===== config.mk =====
export PLATFORM = sky130hd
export DESIGN_NAME = ppi_port_group
export DESIGN_NICKNAME = d
export VERILOG_FILES = /design/src/rtl/ppi_pkg.sv /design/src/rtl/ppi_sync.sv /design/src/rtl/ppi_cfg_state.sv /design/src/rtl/ppi_rd_mux.sv /design/src/rtl/ppi_port_group.sv
export SDC_FILE = /design/constraint.sdc
export NUM_CORES = 1
export LEC_CHECK = 0
export BUFFER_PORTS_ARGS = -buffer_cell sky130_fd_sc_hd__buf_4
export CAP_MARGIN = 10
export CORE_ASPECT_RATIO = 1.2
export CORE_MARGIN = 2
export CORE_UTILIZATION = 50
export DETAILED_ROUTE_END_ITERATION = 7
export PLACE_DENSITY = 0.85
export SETUP_SLACK_MARGIN = 0.1
export SYNTH_ARGS = -nofsm -noshare
export SYNTH_HDL_FRONTEND = slang
export SYNTH_SLANG_ARGS = --single-unit

===== constraint.sdc =====
create_clock -name clk_i -period 2.1 [get_ports clk_i]
set_input_delay 0.63 -clock clk_i [delete_from_list [all_inputs] [get_ports clk_i]]
set_output_delay 0.63 -clock clk_i [all_outputs]
set_load 0.1 [all_outputs]

===== src/rtl/ppi_pkg.sv =====
package ppi_pkg;
  localparam int unsigned PORT_W = 8;
  localparam int unsigned NIB_W  = 4;
  localparam int unsigned N_HALF = 4;
  localparam int unsigned PIN_W  = 2 * PORT_W + 2 * NIB_W;

  localparam int unsigned H_A  = 0;
  localparam int unsigned H_B  = 1;
  localparam int unsigned H_CL = 2;
  localparam int unsigned H_CU = 3;

  typedef enum logic [1:0] {
    OFF_A   = 2'd0,
    OFF_B   = 2'd1,
    OFF_C   = 2'd2,
    OFF_CFG = 2'd3
  } reg_off_e;

  function automatic int unsigned bit_half(int unsigned i);
    if (i < PORT_W)                 return H_A;
    else if (i < 2 * PORT_W)        return H_B;
    else if (i < 2 * PORT_W + NIB_W) return H_CL;
    else                            return H_CU;
  endfunction
endpackage


===== src/rtl/ppi_sync.sv =====
module ppi_sync #(
  parameter int unsigned WIDTH  = 24,
  parameter int unsigned STAGES = 2
) (
  input  logic             clk_i,
  input  logic             rst_ni,
  input  logic [WIDTH-1:0] d_i,
  output logic [WIDTH-1:0] q_o
);
  logic [STAGES-1:0][WIDTH-1:0] stg_q;

  always_ff @(posedge clk_i or negedge rst_ni) begin
    if (!rst_ni) stg_q[0] <= '0;
    else         stg_q[0] <= d_i;
  end

  for (genvar s = 1; s < STAGES; s++) begin : g_stage
    always_ff @(posedge clk_i or negedge rst_ni) begin
      if (!rst_ni) stg_q[s] <= '0;
      else         stg_q[s] <= stg_q[s-1];
    end
  end

  assign q_o = stg_q[STAGES-1];
endmodule


===== src/rtl/ppi_cfg_state.sv =====
module ppi_cfg_state
  import ppi_pkg::*;
(
  input  logic                clk_i,
  input  logic                rst_ni,
  input  logic                warm_rst_i,
  input  logic                retain_i,
  input  logic                wr_en_i,
  input  logic [1:0]          addr_i,
  input  logic [PORT_W-1:0]   wdata_i,
  output logic [N_HALF-1:0]   dir_in_o,
  output logic [PIN_W-1:0]    lat_o
);
  logic [N_HALF-1:0] dir_q;
  logic [PIN_W-1:0]  lat_q;

  // warm reset outranks bus writes; retain only freezes state
  always_ff @(posedge clk_i or negedge rst_ni) begin
    if (!rst_ni) begin
      dir_q <= '1;
      lat_q <= '0;
    end else if (warm_rst_i) begin
      if (!retain_i) begin
        dir_q <= '1;
        lat_q <= '0;
      end
    end else if (wr_en_i) begin
      unique case (reg_off_e'(addr_i))
        OFF_A:   lat_q[PORT_W-1:0]            <= wdata_i;
        OFF_B:   lat_q[2*PORT_W-1:PORT_W]     <= wdata_i;
        OFF_C:   lat_q[PIN_W-1:2*PORT_W]      <= wdata_i;
        OFF_CFG: dir_q <= {wdata_i[3], wdata_i[0], wdata_i[1], wdata_i[4]};
        default: ;
      endcase
    end
  end

  assign dir_in_o = dir_q;
  assign lat_o    = lat_q;

  AST_RETAIN_HOLD: assert property (@(posedge clk_i) disable iff (!rst_ni)
    (warm_rst_i && retain_i) |=> ($stable(dir_q) && $stable(lat_q)));
  AST_DEFAULT_LOAD: assert property (@(posedge clk_i) disable iff (!rst_ni)
    (warm_rst_i && !retain_i) |=> (dir_q == '1 && lat_q == '0));
  AST_DATA_LATCH: assert property (@(posedge clk_i) disable iff (!rst_ni)
    (wr_en_i && !warm_rst_i && addr_i == OFF_A) |=> (lat_q[PORT_W-1:0] == $past(wdata_i)));
  AST_CFG_MAP: assert property (@(posedge clk_i) disable iff (!rst_ni)
    (wr_en_i && !warm_rst_i && addr_i == OFF_CFG) |=>
      (dir_q[H_A] == $past(wdata_i[4]) && dir_q[H_B] == $past(wdata_i[1]) &&
       dir_q[H_CL] == $past(wdata_i[0]) && dir_q[H_CU] == $past(wdata_i[3])));
endmodule


===== src/rtl/ppi_rd_mux.sv =====
module ppi_rd_mux
  import ppi_pkg::*;
(
  input  logic [1:0]        addr_i,
  input  logic [N_HALF-1:0] half_out_i,
  input  logic [PIN_W-1:0]  lat_i,
  input  logic [PIN_W-1:0]  pin_sync_i,
  output logic [PORT_W-1:0] rdata_o
);
  logic [PIN_W-1:0]  mixed;
  logic [N_HALF-1:0] eff_in;

  for (genvar i = 0; i < PIN_W; i++) begin : g_bit
    localparam int unsigned HB = bit_half(i);
    assign mixed[i] = half_out_i[HB] ? lat_i[i] : pin_sync_i[i];
  end

  assign eff_in = ~half_out_i;

  always_comb begin
    unique case (reg_off_e'(addr_i))
      OFF_A:   rdata_o = mixed[PORT_W-1:0];
      OFF_B:   rdata_o = mixed[2*PORT_W-1:PORT_W];
      OFF_C:   rdata_o = mixed[PIN_W-1:2*PORT_W];
      OFF_CFG: rdata_o = {3'b000, eff_in[H_A], eff_in[H_CU], 1'b0, eff_in[H_B], eff_in[H_CL]};
      default: rdata_o = '0;
    endcase
  end
endmodule


===== src/rtl/ppi_port_group.sv =====
module ppi_port_group
  import ppi_pkg::*;
#(
  parameter int unsigned SYNC_STAGES = 2
) (
  input  logic              clk_i,
  input  logic              rst_ni,
  input  logic              warm_rst_i,
  input  logic              retain_i,
  input  logic [3:0]        force_out_i,
  input  logic              wr_en_i,
  input  logic [1:0]        addr_i,
  input  logic [7:0]        wdata_i,
  output logic [7:0]        rdata_o,
  input  logic [23:0]       pin_i,
  output logic [23:0]       pin_o,
  output logic [23:0]       pin_oe_o
);
  logic [N_HALF-1:0] dir_in;
  logic [N_HALF-1:0] half_out;
  logic [PIN_W-1:0]  lat;
  logic [PIN_W-1:0]  pin_sync;

  ppi_cfg_state u_state (
    .clk_i      (clk_i),
    .rst_ni     (rst_ni),
    .warm_rst_i (warm_rst_i),
    .retain_i   (retain_i),
    .wr_en_i    (wr_en_i),
    .addr_i     (addr_i),
    .wdata_i    (wdata_i),
    .dir_in_o   (dir_in),
    .lat_o      (lat)
  );

  ppi_sync #(.WIDTH(PIN_W), .STAGES(SYNC_STAGES)) u_sync (
    .clk_i  (clk_i),
    .rst_ni (rst_ni),
    .d_i    (pin_i),
    .q_o    (pin_sync)
  );

  // strap wins over the software direction bit
  assign half_out = force_out_i | ~dir_in;

  for (genvar i = 0; i < PIN_W; i++) begin : g_oe
    localparam int unsigned HB = bit_half(i);
    assign pin_oe_o[i] = half_out[HB];
  end

  assign pin_o = lat;

  ppi_rd_mux u_rd (
    .addr_i     (addr_i),
    .half_out_i (half_out),
    .lat_i      (lat),
    .pin_sync_i (pin_sync),
    .rdata_o    (rdata_o)
  );

  AST_OUT_READBACK: assert property (@(posedge clk_i) disable iff (!rst_ni)
    (addr_i == OFF_A && (&pin_oe_o[7:0])) |-> (rdata_o == pin_o[7:0]));
  AST_STRAP_DRIVE: assert property (@(posedge clk_i) disable iff (!rst_ni)
    (wr_en_i && addr_i == OFF_CFG && wdata_i[1]) |=>
      (!force_out_i[H_B] || (&pin_oe_o[15:8])));
endmodule


==> results of run 1 <==
## power by group
part           leakage (nW)  internal, mW  switching (mW)
clock network        0.0820         0.463           0.519
registers             0.909          1.55          0.0530
logic                  1.17         0.473           0.945
## cell families (layout without fill, tap and decap cells)
group / count (synthesis) / in the layout
AOI/OAI and AO/OA: 47 / 47
buffers and inverters: 37 / 154
DFF: 76 / 76
and+or+nand+nor: 78 / 78
muxes: 19 / 19
## flip-flops by register name, summed over array words and instances, names as in the netlist
register and cells:
u_sync.q_o 24, u_state.lat_o 24, u_sync.stg_q 24, u_state.dir_in_o 4
## worst max-delay path: stages, from the launching register on
cell and delay [ns]:
dfstp_2 0.54, nor2b_4 0.24, buf_12 0.15, mux2_4 0.33
o22ai_4 0.22, a221oi_4 0.07, buf_12 0.19
## metrics by stage
stage / TNS [ns] / std cells / cell area, sq um
finish: -9.317 / 456 / 4748
global route: -11.35 / 456 / 4748
CTS: -9.826 / 454 / 4638
detailed placement: -5.675 / 436 / 4084
global placement: -5.275 / 436 / 4084
floorplan: -11.55 / 257 / 3278
## timing repair
action                                 in CTS  in global routing
pin swaps                                   6                  4
hold buffers                                0                  0
setup buffers                               2                  3
endpoints found under the hold margin       0                  0
setup endpoints to repair                  32                 32
resized for setup                          88                 18
## cells in the final DEF, fill, tap and decap left out, drive strengths merged, types with 4 or more instances in the layout
cell | Yosys | routed
buf | 31 | 133
dfrtp | 72 | 72
nand2 | 52 | 52
o21ai | 25 | 25
mux2i | 15 | 15
nor2 | 12 | 12
clkbuf | 1 | 11
clkinvlp | 0 | 7
nor2b | 5 | 5
a221oi | 4 | 4
a21oi | 4 | 4
dfstp | 4 | 4
mux2 | 4 | 4
nand2b | 4 | 4
o22ai | 4 | 4
## Yosys cell counts (all sizes together)
cell type / count
a211oi: 1
a21oi: 4
a221oi: 4
a311oi: 1
a31oi: 1
and2: 2
buf: 31
clkbuf: 1
dfrtp: 72
dfstp: 4
inv: 5
mux2: 4
mux2i: 15
nand2: 52
nand2b: 4
nand3b: 2
nor2: 12
nor2b: 5
o2111a: 1
o211ai: 1
o21a: 2
o21ai: 25
o21bai: 2
o22ai: 4
o311a: 1
or2: 1
## per-layer routing
| layer | GRT usage (%) | part of all wire [%] | vias up |
|---|---|---|---|
| met1 | 30.00 | 37 | 1172 |
| met5 | 0 | 0 | - |
| met4 | 12.28 | 4.0 | 0 |
| met3 | 6.652 | 6.5 | 31 |
| li1 | - | - | 1069 |
| met2 | 40.59 | 53 | 154 |
## worst max path at each step
stage | startpoint | end | slack (ns) | depth (start not counted)
final | u_state.dir_in_o[1] | rdata_o[3] | -0.61 | 6
after global routing | u_state.dir_in_o[1] | rdata_o[3] | -0.68 | 6
after CTS | u_state.dir_in_o[1] | rdata_o[0] | -0.51 | 7
after detailed placement | force_out_i[0] | rdata_o[2] | -0.44 | 7
after global placement | force_out_i[0] | rdata_o[2] | -0.44 | 7
after floorplan | force_out_i[0] | rdata_o[4] | -1.05 | 4
## area by class of cell
class | count | area share [%]
inverters | 5 | 0.7115
clock inverters | 5 | 0.7642
flip-flops and latches | 76 | 40.47
well taps | 82 | 2.161
clock buffers | 11 | 2.978
repair buffers | 133 | 29.72
multi-input cells | 144 | 23.19
==> metrics.yaml, run 1 <==
critical_path:
  worst-r2r-setup-slack_ns: 1.18
  critPathMaxFanout: 4
  startpoint_type: "register"
  critPathCaptureType: "output pin"
  reg2reg_depth: 3
  rr_startpoint: "u_state.dir_in_o[2]"
  critical_path_class: "reg -> out"
  reg2reg_to: "u_state.dir_in_o[2]"
  critPathRequiredTime_ns: 1.47
  arrival_ns: 2.08
clock_tree:
  cts-htree-levels: 3
  cts-buffers-inserted: 9
  cts_tree: "done"
  clock-sinks: 76
  insertion_delay_ns: 0.34
  cts_buffer_depth: 2
  clk_pin_slew_ns: 0.08
  cts_root_buf: "clkbuf_8"
grt:
  grt_max_degree: 44
  grt_pass1_wl_um: 11770
  grt_pass1_vias: 2338
  antenna_found_initial: 0
  overflow: 0
  grt_use_total_pct: 24.72
sta:
  final-setup-viol-count: 32
  fin_skew_ns: 0.003237
  final.setup.worst_slack_ns: -0.6102
  hold_ws_ns: 0.2164
  worst_pin_slew_ns: 0.4232
  slew_headroom_pct: 71.79
  fin_crit_sh_pct: 129.1
  period_needed_ns: 2.710
  slew_viol_final: 0
  fmax_ghz: 0.3690
  hold_violations: 0
  rsz0062_at_grt: "yes"
floorplan:
  start_util_pct: 50.98
  die_area_sq_um: 6734
  fp-row-count: 31
  core_region_area_sq_um: 5973
  die_w_um: 75.25
  chipHeight_um: 89.49
  io-pin-count: 99
placed_design:
  gp_congestion: 0.8195
  io_buffers: 98
  dpl.hpwl_um: 5346
  dp_worst_setup_slack_ns: -0.4410
logic_synthesis:
  yosys.area.top_type: "dfrtp_1"
  synthXorXnorAreaFrac_pct: 0
  post_synth.cell_area_avg_sq_um: 11.85
  yosysTopAreaCellShare_pct: 59.16
  synth_top_family_by_area: "simple AND/OR/NAND/NOR gates"
  synthTopCellsByArea: "dfrtp_1, nand2_1, buf_4"
  ys_types: 38
  synth_compound_area_share_pct: 9.614
  muxShareOfSynthArea_pct: 6.409
  netlist_area_sq_um: 3045
  synth-simple-area-share_pct: 12.70
  synthAdderAreaFrac_pct: 0
  synth_nets: 300
  ys_seq_elements: 76
  yosys_warnings: 0
  yosysSeqAreaShare_pct: 62.61
  postSynthCellCount: 257
routing:
  viasPerCell: 5.320
  firstDrtPassIters: 5
  num_vias: 2426
  wirelength_um: 8459
  drtAntennaViolNets: 0
  drtIter0Drc: 238
  wl_per_cell_um: 18.55
  route.detailed.drc: 0
power_and_ir_drop:
  vdd_drop_max_v: 0.0005080
  power_mw: 4.004
  p_leak_nw: 2.163
  power.density_nw_per_um2: 843.3
layout:
  drive_above_1_share_pct: 54.01
  area_growth_pct: 55.92
  diodes: 0
  nFillCells: 346
  num-nets-final: 412
  multiInputGateArea_sq_um: 1101
  fin_util_pct: 79.49
  seq_area_sq_um: 1922
run_status:
  status: "complete, but fails checks"
  violations: "negative setup slack"
hold_path:
  min_path_type: "in -> async"
run:
  maxCapViolCount: 0
Power figures use the tool's default switching activity.
==> inputs of run 2 (changes only) <==
CORE_ASPECT_RATIO = 2   (was 1.2)
==> run 2 against run 1 <==
  * The run still ends with negative setup slack left
  * Sequential power about the same
  * Critical path depth up 1
  * Global-route usage rose by 3.2 points
  * Clock skew is 0.0027 ns higher
  * Maximum frequency is 2.8% higher
  * Cell count shrank 5.3%
  * Clock power is 66% higher
  * Critical endpoint is now rdata_o[1]
  * Highest routed layer unchanged
==> metrics.yaml, run 2 (synthesized netlist as in run 1, its figures left out) <==
routing:
  drtAntennaViolNets: 0  # unchanged
  wl_per_cell_um: 20.52  # +11%
  firstDrtPassIters: 4  # -1
  wirelength_um: 8864  # +4.8%
  drtIter0Drc: 112  # -53%
  num_vias: 2422  # -0.16%
  viasPerCell: 5.606  # +5.4%
  route.detailed.drc: 0  # unchanged
run_status:
  violations: "negative setup slack"
  status: "complete, but fails checks"
layout:
  area_growth_pct: 58.92
  nFillCells: 313  # -9.5%
  drive_above_1_share_pct: 53.12  # -0.89 points
  diodes: 0  # unchanged
  mostFrequentLayoutCell: "buf_4"
  final_cell_mix: "buf_4, dfrtp_1, nand2_1"
  num-nets-final: 407  # -1.2%
sta:
  fin_crit_sh_pct: 125.5  # -3.5 points
  period_needed_ns: 2.636  # -0.07453 ns
  slew_viol_final: 0  # unchanged
  hold_violations: 0  # unchanged
  slew_headroom_pct: 67.88  # -3.9 points
  rsz0062_at_grt: "yes"
  fmax_ghz: 0.3794  # +2.8%
  worst_pin_slew_ns: 0.4818  # +0.05866 ns
  final.setup.worst_slack_ns: -0.5357  # +0.07453 ns
  final-setup-viol-count: 32  # unchanged
  fin_skew_ns: 0.005960  # +0.002723 ns
  hold_ws_ns: 0.2579  # +0.04157 ns
floorplan:
  die_w_um: 59.19  # -21%
  die_area_sq_um: 6769  # +0.52%
  start_util_pct: 51.13  # +0.15 points
  io-pin-count: 99  # unchanged
  fp-row-count: 40  # +29%
  chipHeight_um: 114.4  # +28%
  core_region_area_sq_um: 5956  # -0.29%
placed_design:
  dpl.hpwl_um: 5580  # +4.4%
  gp_congestion: 0.8308  # +1.4%
  io_buffers: 98  # unchanged
critical_path:
  critPathMaxFanout: 5  # +1
  startpoint_type: "register"
  worst-r2r-setup-slack_ns: 1.21  # +0.03 ns
  arrival_ns: 2.01  # -0.07 ns
  rr_startpoint: "u_state.dir_in_o[1]"
  reg2reg_to: "u_state.dir_in_o[1]"
  critPathRequiredTime_ns: 1.47  # about the same
  critPathCapture: "rdata_o[1]"
  critical_path_class: "reg -> out"
  critPathCaptureType: "output pin"
  crit_path_start: "u_state.dir_in_o[1]"
  reg2reg_depth: 3  # unchanged
clock_tree:
  clock-sinks: 76  # unchanged
  cts_tree: "done"
  cts-buffers-inserted: 9  # unchanged
  cts_buffer_depth: 2  # unchanged
  cts_root_buf: "clkbuf_16"
  clk_pin_slew_ns: 0.06  # -0.02 ns
  cts-htree-levels: 3  # unchanged
  insertion_delay_ns: 0.34  # about the same
power_and_ir_drop:
  power.density_nw_per_um2: 962.4  # +14%
  p_leak_nw: 2.202  # +1.8%
  power_mw: 4.658  # +16%
  vdd_drop_max_v: 0.0007162  # +41%
grt:
  overflow: 0  # unchanged
  grt_use_total_pct: 27.95  # +3.2 points
  antenna_found_initial: 0  # unchanged
  grt_pass1_wl_um: 13320  # +13%
  grt_pass1_vias: 2643  # +13%
  grt_max_degree: 42  # -4.5%
run:
  maxCapViolCount: 0  # unchanged
hold_path:
  min_path_type: "in -> async"
[run 2: final cells by class]
| type | count | area, sq um | share of cell area, % |
|---|---|---|---|
| Timing Repair Buffer | 128 | 1385 | 28.62 |
| Tap cell | 63 | 78.83 | 1.629 |
| Clock inverter | 6 | 90.09 | 1.861 |
| Multi-Input combinational cell | 144 | 1101 | 22.75 |
| Clock buffer | 10 | 229.0 | 4.731 |
| Sequential cell | 76 | 1922 | 39.71 |
| Inverter | 5 | 33.78 | 0.6980 |
[run 2: power breakdown]
group          internal, mW  switching [mW]  leakage, nW
sequential             1.55          0.0539        0.909
clock                  1.04           0.594        0.141
combinational         0.469           0.947         1.15
total                  3.06            1.60         2.20
[run 2: metrics by stage]
stage,setup slack [ns],instance area (sq um),utilization [%],cells,setup TNS [ns]
global placement,-0.4007,4003,67.21,411,-5.075
floorplan,-1.055,3278,-,257,-11.55
global route,-0.6168,4840,81.26,432,-12.64
CTS,-0.4884,4745,79.66,428,-8.627
finish,-0.5357,4840,81.26,432,-10.87
detailed placement,-0.4557,4003,67.21,411,-5.851
[run 2: worst min-delay path by stage]
stage	endpoint	cells after the start
after floorplan	u_state.lat_o[0]	0
after global placement	u_sync.q_o[9]	0
after detailed placement	u_sync.q_o[21]	0
after CTS	u_sync.stg_q[12]	1
after global routing	u_sync.stg_q[3]	1
final	u_sync.stg_q[12]	1
[run 2: timing repair]
action	in CTS	in global routing
endpoints found under the setup margin	32	32
resized for setup	101	14
pin swaps	6	4
cloned	1	0
endpoints found under the hold margin	0	0
hold buffers	0	0
setup buffers	1	4
[run 2: critical path, cell delays in order (launching register included)]
cell	delay (ns)
dfstp_2	0.53
nor2b_4	0.28
clkinvlp_4	0.14
buf_6	0.13
nand3b_1	0.10
o2111a_2	0.27
a31oi_4	0.05
buf_12	0.17
[run 2: per-layer routing]
metal	vias up	global-route usage, %	part of all wire, %
li1	1054	-	-
met2	117	48.21	57
met4	0	20.15	4.9
met5	-	0	0
met3	31	7.119	5.3
met1	1220	27.36	33
